### src/rtl/mtd_pkg.sv
package mtd_pkg;

   typedef enum logic [1:0] {
      THR_OFF  = 2'd0,
      THR_RUN  = 2'd1,
      THR_MISS = 2'd2
   } thr_state_e;

   function automatic int wrap_inc(input int v, input int n);
      return (v + 1 >= n) ? 0 : v + 1;
   endfunction

endpackage

### src/rtl/mtd_thread_ctx.sv
module mtd_thread_ctx
   import mtd_pkg::*;
#(
   parameter bit START_RUN = 1'b0,
   parameter int GAP       = 2
) (
   input  logic clk,
   input  logic rst_n,
   input  logic miss_set,
   input  logic miss_ret,
   input  logic sleep_req,
   input  logic wake,
   input  logic issued,
   output logic running,
   output logic awake,
   output logic cool_ok
);

   localparam thr_state_e RST_STATE = START_RUN ? THR_RUN : THR_OFF;

   thr_state_e state_q, state_d;

   always_comb begin
      state_d = state_q;
      unique case (state_q)
         THR_OFF: begin
            if (wake) state_d = THR_RUN;
         end
         THR_RUN: begin
            if (sleep_req)     state_d = THR_OFF;
            else if (miss_set) state_d = THR_MISS;
         end
         THR_MISS: begin
            if (sleep_req)     state_d = THR_OFF;
            else if (miss_ret) state_d = THR_RUN;
         end
         default: state_d = THR_OFF;
      endcase
   end

   always_ff @(posedge clk) begin
      if (!rst_n) state_q <= RST_STATE;
      else        state_q <= state_d;
   end

   assign running = (state_q == THR_RUN);
   assign awake   = (state_q != THR_OFF);

   generate
      if (GAP > 1) begin : g_gap
         localparam int CW = $clog2(GAP);
         logic [CW-1:0] cnt_q;
         always_ff @(posedge clk) begin
            if (!rst_n)              cnt_q <= '0;
            else if (issued)         cnt_q <= CW'(GAP - 1);
            else if (cnt_q != '0)    cnt_q <= cnt_q - 1'b1;
         end
         assign cool_ok = (cnt_q == '0);
      end else begin : g_nogap
         assign cool_ok = 1'b1;
      end
   endgenerate

endmodule

### src/rtl/mtd_rr_pick.sv
module mtd_rr_pick #(
   parameter int N  = 3,
   parameter int IW = 2
) (
   input  logic [N-1:0]  req,
   input  logic [IW-1:0] base,
   output logic [N-1:0]  gnt,
   output logic [IW-1:0] idx,
   output logic          vld
);

   always_comb begin
      gnt = '0;
      idx = '0;
      vld = 1'b0;
      for (int i = 0; i < N; i++) begin
         int c;
         c = int'(base) + i;
         if (c >= N) c = c - N;
         if (!vld && req[c]) begin
            vld    = 1'b1;
            idx    = IW'(c);
            gnt[c] = 1'b1;
         end
      end
   end

endmodule

### src/rtl/mtd_rot_ptr.sv
module mtd_rot_ptr
   import mtd_pkg::*;
#(
   parameter int N  = 3,
   parameter int IW = 2
) (
   input  logic          clk,
   input  logic          rst_n,
   input  logic          dyn_mode,
   input  logic          pick_vld,
   input  logic [IW-1:0] pick_idx,
   output logic [IW-1:0] ptr
);

   logic [IW-1:0] ptr_q, ptr_d;

   always_comb begin
      ptr_d = ptr_q;
      if (!dyn_mode)     ptr_d = IW'(wrap_inc(int'(ptr_q), N));
      else if (pick_vld) ptr_d = IW'(wrap_inc(int'(pick_idx), N));
   end

   always_ff @(posedge clk) begin
      if (!rst_n) ptr_q <= '0;
      else        ptr_q <= ptr_d;
   end

   assign ptr = ptr_q;

endmodule

### src/rtl/mt_dispatch_sched.sv
module mt_dispatch_sched #(
   parameter int NUM_THREADS = 3,
   parameter int DYN_GAP     = 2
) (
   input  logic                           clk,
   input  logic                           rst_n,
   input  logic                           dyn_mode,
   input  logic [NUM_THREADS-1:0]         pkt_rdy,
   input  logic [NUM_THREADS-1:0]         miss_set,
   input  logic [NUM_THREADS-1:0]         miss_ret,
   input  logic [NUM_THREADS-1:0]         sleep_req,
   input  logic [NUM_THREADS-1:0]         wake,
   output logic [NUM_THREADS-1:0]         grant,
   output logic [$clog2(NUM_THREADS)-1:0] grant_tid,
   output logic [NUM_THREADS-1:0]         thr_clk_en
);

   localparam int TID_W = $clog2(NUM_THREADS);

   generate
      if (NUM_THREADS < 2) begin : g_bad_n
         $error("mt_dispatch_sched: NUM_THREADS must be at least 2");
      end
      if (DYN_GAP < 1 || DYN_GAP > NUM_THREADS) begin : g_bad_gap
         $error("mt_dispatch_sched: DYN_GAP must lie in 1..NUM_THREADS");
      end
   endgenerate

   logic [NUM_THREADS-1:0] run_v, cool_v, elig_ilv, elig_dyn;
   logic [NUM_THREADS-1:0] ilv_grant, dyn_grant;
   logic [TID_W-1:0]       ptr, pick_idx;
   logic                   pick_vld;

   generate
      for (genvar t = 0; t < NUM_THREADS; t++) begin : g_thr
         mtd_thread_ctx #(
            .START_RUN (t == 0),
            .GAP       (DYN_GAP)
         ) u_ctx (
            .clk       (clk),
            .rst_n     (rst_n),
            .miss_set  (miss_set[t]),
            .miss_ret  (miss_ret[t]),
            .sleep_req (sleep_req[t]),
            .wake      (wake[t]),
            .issued    (grant[t]),
            .running   (run_v[t]),
            .awake     (thr_clk_en[t]),
            .cool_ok   (cool_v[t])
         );
         assign elig_ilv[t]  = run_v[t] & pkt_rdy[t];
         assign elig_dyn[t]  = elig_ilv[t] & cool_v[t];
         assign ilv_grant[t] = (ptr == TID_W'(t)) & elig_ilv[t];
      end
   endgenerate

   mtd_rr_pick #(
      .N  (NUM_THREADS),
      .IW (TID_W)
   ) u_pick (
      .req  (elig_dyn),
      .base (ptr),
      .gnt  (dyn_grant),
      .idx  (pick_idx),
      .vld  (pick_vld)
   );

   mtd_rot_ptr #(
      .N  (NUM_THREADS),
      .IW (TID_W)
   ) u_ptr (
      .clk      (clk),
      .rst_n    (rst_n),
      .dyn_mode (dyn_mode),
      .pick_vld (pick_vld),
      .pick_idx (pick_idx),
      .ptr      (ptr)
   );

   always_comb begin
      if (dyn_mode) begin
         grant     = dyn_grant;
         grant_tid = pick_vld ? pick_idx : '0;
      end else begin
         grant     = ilv_grant;
         grant_tid = (|ilv_grant) ? ptr : '0;
      end
   end

endmodule

### config.mk
export PLATFORM = sky130hd
export DESIGN_NAME = mt_dispatch_sched
export DESIGN_NICKNAME = d
export VERILOG_FILES = /design/src/rtl/mtd_pkg.sv /design/src/rtl/mtd_thread_ctx.sv /design/src/rtl/mtd_rr_pick.sv /design/src/rtl/mtd_rot_ptr.sv /design/src/rtl/mt_dispatch_sched.sv
export SDC_FILE = /design/constraint.sdc
export NUM_CORES = 1
export LEC_CHECK = 0
export BUFFER_PORTS_ARGS = -buffer_cell sky130_fd_sc_hd__buf_2
export CORE_MARGIN = 2
export CORE_UTILIZATION = 47
export CTS_CLUSTER_DIAMETER = 120
export DETAILED_ROUTE_END_ITERATION = 10
export PLACE_DENSITY = 0.74
export SYNTH_ARGS = -nofsm -noshare
export SYNTH_HDL_FRONTEND = slang
export SYNTH_HIERARCHICAL = 1
export SYNTH_SLANG_ARGS = --single-unit
### constraint.sdc
create_clock -name clk -period 2.24 [get_ports clk]
set_input_delay 0.336 -clock clk [delete_from_list [all_inputs] [get_ports clk]]
set_output_delay 0.336 -clock clk [all_outputs]
set_load 0.1 [all_outputs]
==> flow_summary.toml, run 1 <==
[status]
status = "complete, but fails checks"
violations = "negative setup slack"

[synthesis]
synth_edf_count = 0
synthFlopType = "dfxtp_1"
synth.distinct_cells = 49
synth_top_area_share_pct = 20.61
yosysMostFrequentCell = "a21oi_1"
synth_fp_nets = 147
synth-seq-area-share_pct = 20.61
syn_inst = 125
synth.avg_cell_area_um2 = 8.548
ys_ff_latch = 11
synth_warnings = 6
syn-cell-area_um2 = 1069
async_reset_ff_share_pct = 0
synth_largest_area_cell = "dfxtp_1"
ys_top_cells_by_count = "a21oi_1, dfxtp_1, inv_1"
yosys-top-cells-area = "dfxtp_1, nor3b_2, a21oi_1"

[cells_and_area]
antenna_cells = 0
design_area_um2 = 1778
finalNetCount = 208
stdcell_count = 213
area_growth_pct = 66.39
drive_gt1_share_pct = 61.08

[power]
ir_worst_vdd_mv = 0.4587
p_per_area_nw_per_um2 = 597.8
leakagePower_nw = 0.7163

[global_routing]
grt_pass1_wl_mm = 5.706
grt_pass1_vias = 1246
grt_overflow_total = 0
grt_max_degree = 17
antenna_found_initial = 0
grt.total_usage_pct = 29.06

[setup_path]
crit_arrival_ns = 2.21
critPathCaptureType = "output pin"
worstSetupPathType = "reg2out"
path_max_fanout = 9
r2r_start = "u_ptr/ptr[1]"
cp-start-kind = "flop"
r2r_cells = 8
regToRegSetupSlack_ns = 0.09
r2r_end = "u_ptr/ptr[0]"
required_ns = 1.90

[clock_tree]
cts_tree = "built"
cts_made_buffers = 3
clk_pin_slew_ns = 0.08
cts-htree-levels = 1
cts_root_buf = "clkbuf_4"
clkSinkCount = 11
clockBufferDepth = 2
clk_latency_ns = 0.28

[sta]
clock.fmax_ghz = 0.3925
timing.final.ws_setup_ns = -0.3081
rsz0062_at_grt = "true"
slew-limit-headroom_pct = 67.91
hold_viol = 0
finalCriticalPeriod_ns = 2.548
timing.hold.ws_ns = 0.2450
timing.final.crit_share_pct = 113.8
fin_skew_ns = 0.004268
setup-tns-final_ns = -1.303
maxSlewViolCount = 0
finalSetupViolCount = 5
worst_slew_pin_slew_ns = 0.4847

[worst_hold_path]
hold_path_end = "g_thr[2].u_ctx/state_q[1]"
hold_path.class = "in2reg"
min-delay-start = "sleep_req[2]"
holdPathStages = 2

[die]
dieHeight_um = 51.68
dieArea_um2 = 2671
die_w_um = 51.68
io_pins = 26
core_area_um2 = 2191
core.rowCount = 17
initial_utilization_pct = 48.77

[route]
dr.pass1.iters = 4
route.detailed.drc = 0
drt_iter0_drc = 39
wire_per_inst_um = 18.15
drt_wl_total_mm = 3.866
detail-route-antenna-nets = 0
vias = 1292
viasPerCell = 6.066

[place]
hpwl_mm = 2.240
port-buffer-count = 25
dpl-instance-area_um2 = 1486
place_inst = 197
dp_slack_ns = -0.05527
routabilityCongestion = 0.9645

[job]
maxCapViolCount = 0
==> stage by stage <==
stage	util, %	power, mW
after floorplan	-	0.5741
after global placement	67.85	0.7263
after detailed placement	67.85	0.7430
after CTS	79.27	1.002
after global routing	81.15	1.101
final	81.15	1.063
==> layer usage <==
layer	GRT usage, %	vias to the layer above	routed length, um
met5	0	-	0
met4	14.04	0	58
met3	6.897	10	241
met2	51.07	79	2037
met1	32.69	619	1529
li1	-	584	-
==> power breakdown <==
group          internal [mW]  switching (mW)
Clock                 0.0691          0.0743
Sequential             0.213          0.0156
Combinational          0.315           0.375
==> critical path: stages (launching register included) <==
cell	delay [ns]
dfxtp_4	0.37
buf_12	0.13
ha_4	0.19
buf_4	0.15
o31ai_2	0.24
a21oi_1	0.12
nor2_1	0.24
nand3_1	0.18
o21ai_4	0.11
buf_12	0.19
==> flip-flops by register name, summed over array words and instances (netlist names) <==
name	flops
g_thr.u_ctx/state_q	6
g_thr.u_ctx/g_gap.cnt_q	3
u_ptr/ptr	2
==> what timing repair did <==
| item | 4_1_cts | 5_1_grt |
|---|---|---|
| hold endpoints to repair | 0 | 0 |
| cloned | 0 | 0 |
| hold buffers | 0 | 0 |
| endpoints found under the setup margin | 5 | 5 |
| setup buffers | 10 | 2 |
| pin swaps | 15 | 2 |
| gates resized for setup | 36 | 6 |
==> cell usage in the layout (no fill, tap or decap), drive strengths merged, types with 2 or more instances in the layout <==
master	instances
a21oi	12
and2	3
and2b	2
and3	4
buf	60
clkbuf	4
dfxtp	11
ha	4
inv	9
mux2i	3
nand2	8
nand2b	6
nand3	4
nand3b	4
nand4b	3
nor2	5
nor2b	3
nor3	2
nor3b	6
o211ai	2
o21a	2
o21ai	4
or2	3
==> cells by family after synthesis <==
kind of cell	after synthesis	synth area share [%]
AND/OR/NAND/NOR	60	40.52
AO/OA/AOI/OAI	34	22.02
buffers and inverters	13	7.025
flip-flops	11	20.61
adder cells (fa/ha/maj)	4	4.684
multiplexers	3	5.152
==> layout make-up <==
class                      instances  area, um2
fill                             131      412.9
inverter                           9      36.28
multi-input combinational        101      959.7
sequential                        11      234.0
clock buffer                       4      26.28
timing repair buffer              60      486.7
tap                               28      35.03
==> worst max path at each step <==
stage	from	end	slack, ns	depth (start not counted)
finish	u_ptr/ptr[1]	grant_tid[1]	-0.31	9
global route	u_ptr/ptr[1]	grant[2]	-0.36	10
CTS	g_thr[2].u_ctx/state_q[0]	grant[0]	-0.21	10
detailed placement	g_thr[1].u_ctx/state_q[0]	grant_tid[0]	-0.06	8
global placement	g_thr[1].u_ctx/state_q[0]	grant_tid[0]	0.00005	8
floorplan	u_ptr/ptr[0]	grant_tid[0]	0.03	8
(Power assumes the default switching activity.)
==> run 2: changes to the inputs <==
CELL_PAD_IN_SITES_DETAIL_PLACEMENT = 1   (was unset)
CELL_PAD_IN_SITES_GLOBAL_PLACEMENT = 1   (was unset)
CORE_UTILIZATION = 35   (was 47)
PLACE_DENSITY = unset   (was 0.74)
PLACE_DENSITY_LB_ADDON = 0.1   (was unset)
==> run 2 against run 1 <==
Critical path depth stayed put. Register-to-register slack better by 0.03 ns. Highest routed layer unchanged. Cell count rose by 3.3%. The run still ends with negative setup slack left. Critical path type unchanged. First-iteration DRC count grew 51%. Critical endpoint is now grant[0]. Sequential cell count unchanged.
==> flow_summary.toml, run 2 (synthesis gave the netlist of run 1 again) <==
[status]
status = "complete, but fails checks"
violations = "negative setup slack"

[setup_path]
critPathMaxStageDelay_ns = 0.38
crit_arrival_ns = 2.16
worst_path_max_delay_cell = "dfxtp_4"
path_buf_inv = 2
worstSetupPathType = "reg2out"
endpoint = "grant[0]"
required_ns = 1.90
r2r_cells = 9
path_max_fanout = 7
crit_chain = "buf_6, ha_4, and2b_2, and3_1, a311oi_2, o2bb2ai_1, nand2_1, o41ai_4, buf_12"
crit_path_start = "u_ptr/ptr[1]"
critical-path-top-delay-family = "simple AND/OR/NAND/NOR gates"
regToRegSetupSlack_ns = 0.12
critPathCaptureType = "output pin"
r2r_start = "u_ptr/ptr[1]"
critical_path_depth = 9
cp-start-kind = "flop"
r2r_end = "u_ptr/ptr[0]"

[cells_and_area]
stdcell_count = 220
area_growth_pct = 72.01
largest_register_ffs = 6
drive_gt1_share_pct = 64.17
largest_register = "g_thr.u_ctx/state_q"
multiInputGateArea_um2 = 1003
regArea_um2 = 231.5
finalNetCount = 210
antenna_cells = 0
final_cell_mix = "buf_4, buf_2, a21oi_1"
n_fill_cell = 342
final_common_cell = "buf_4"

[sta]
worst_slew_pin_slew_ns = 0.4861
finalCriticalPeriod_ns = 2.498
rsz0062_at_grt = "true"
hold_viol = 0
fin_skew_ns = 0.003514
slew-limit-headroom_pct = 67.82
setup-tns-final_ns = -0.8941
timing.final.ws_setup_ns = -0.2581
timing.final.crit_share_pct = 111.5
maxSlewViolCount = 0
clock.fmax_ghz = 0.4003
finalSetupViolCount = 5

[route]
drt_wl_total_mm = 3.939
wire_per_inst_um = 17.90
dr.pass1.iters = 4
viasPerCell = 5.468
detail-route-antenna-nets = 0
vias = 1203
drt_iter0_drc = 59
route.detailed.drc = 0

[clock_tree]
cts-htree-levels = 1
cts_tree = "built"
cts_made_buffers = 3
clkSinkCount = 11
clockBufferDepth = 2
clk_pin_slew_ns = 0.08
cts_root_buf = "clkbuf_4"
clk_latency_ns = 0.27

[global_routing]
grt.total_usage_pct = 23.95
grt_pass1_wl_mm = 6.327
antenna_found_initial = 0
grt_overflow_total = 0
grt_max_degree = 17
grt_pass1_vias = 1277

[worst_hold_path]
hold_path.class = "in2reg"

[die]
initial_utilization_pct = 35.88
die_w_um = 59.26
dieHeight_um = 59.26
core.rowCount = 20
io_pins = 26
core_area_um2 = 2978
dieArea_um2 = 3511

[power]
leakagePower_nw = 0.7312
power_frac_clock_pct = 13.0
swShare_pct = 43.61
combPwrFrac_pct = 65.8
internal-power_mw = 0.6150
ir_worst_vdd_mv = 0.3494
p_per_area_nw_per_um2 = 593.4
power.sequential.fraction_pct = 21.2
power_switching_mw = 0.4757

[place]
routabilityCongestion = 0.8143
hpwl_mm = 2.690
port-buffer-count = 25
place_inst = 203
dp_slack_ns = -0.1266

[job]
maxCapViolCount = 0
run 2: layout make-up:
class | instances | area share [%]
sequential | 11 | 12.59
inverter | 9 | 2.110
tap | 33 | 2.246
multi-input combinational | 101 | 54.59
clock buffer | 4 | 1.430
timing repair buffer | 62 | 27.03
run 2: power groups by stage:
| stage | clock (mW) | combinational [mW] | sequential [mW] |
|---|---|---|---|
| detailed placement | 0 | 0.542 | 0.228 |
| global placement | 0 | 0.524 | 0.226 |
| floorplan | 0 | 0.341 | 0.233 |
| CTS | 0.148 | 0.656 | 0.228 |
| global route | 0.157 | 0.760 | 0.233 |
| finish | 0.142 | 0.718 | 0.231 |
run 2: repair_timing:
item / CTS / global route
setup endpoints to repair: 6 / 7
pin swaps: 16 / 14
gates resized for setup: 37 / 13
hold buffers: 0 / 0
buffers inserted: 14 / 2
run 2: worst min-delay path by stage:
stage | startpoint | end | slack [ns] | cells past startpoint
5_1_grt | sleep_req[2] | g_thr[2].u_ctx/state_q[1] | 0.27 | 2
3_3_place_gp | sleep_req[1] | g_thr[1].u_ctx/state_q[1] | 0.55 | 2
2_1_floorplan | sleep_req[1] | g_thr[1].u_ctx/state_q[1] | 0.41 | 1
3_5_place_dp | sleep_req[1] | g_thr[1].u_ctx/state_q[1] | 0.56 | 2
4_1_cts | sleep_req[1] | g_thr[1].u_ctx/state_q[1] | 0.27 | 2
6_report | sleep_req[1] | g_thr[1].u_ctx/state_q[1] | 0.27 | 2
run 2: metal layers:
metal | global-route usage (%) | wire length [um] | vias to the layer above
met3 | 3.493 | 104 | 6
met5 | 0 | 0 | -
li1 | - | - | 589
met1 | 30.76 | 1685 | 589
met2 | 41.76 | 2102 | 19
met4 | 5.844 | 46 | 0
run 2: worst reg2reg max path, stage by stage (launching register included):
cell,delay [ns]
dfxtp_4,0.38
buf_6,0.12
ha_4,0.19
and2b_2,0.25
buf_4,0.14
nor2_1,0.18
o21bai_2,0.13
buf_4,0.16
and4bb_2,0.21
o31a_1,0.23
run 2: per-stage QoR:
step / total power [mW] / hold slack, ns / utilization [%] / cell area [um2]
after floorplan: 0.5741 / 0.4055 / - / 1120
after detailed placement: 0.7708 / 0.5550 / 50.38 / 1500
after global placement: 0.7505 / 0.5483 / 50.38 / 1500
final: 1.091 / 0.2668 / 61.72 / 1838
after global routing: 1.149 / 0.2695 / 61.72 / 1838
after CTS: 1.032 / 0.2657 / 59.87 / 1783
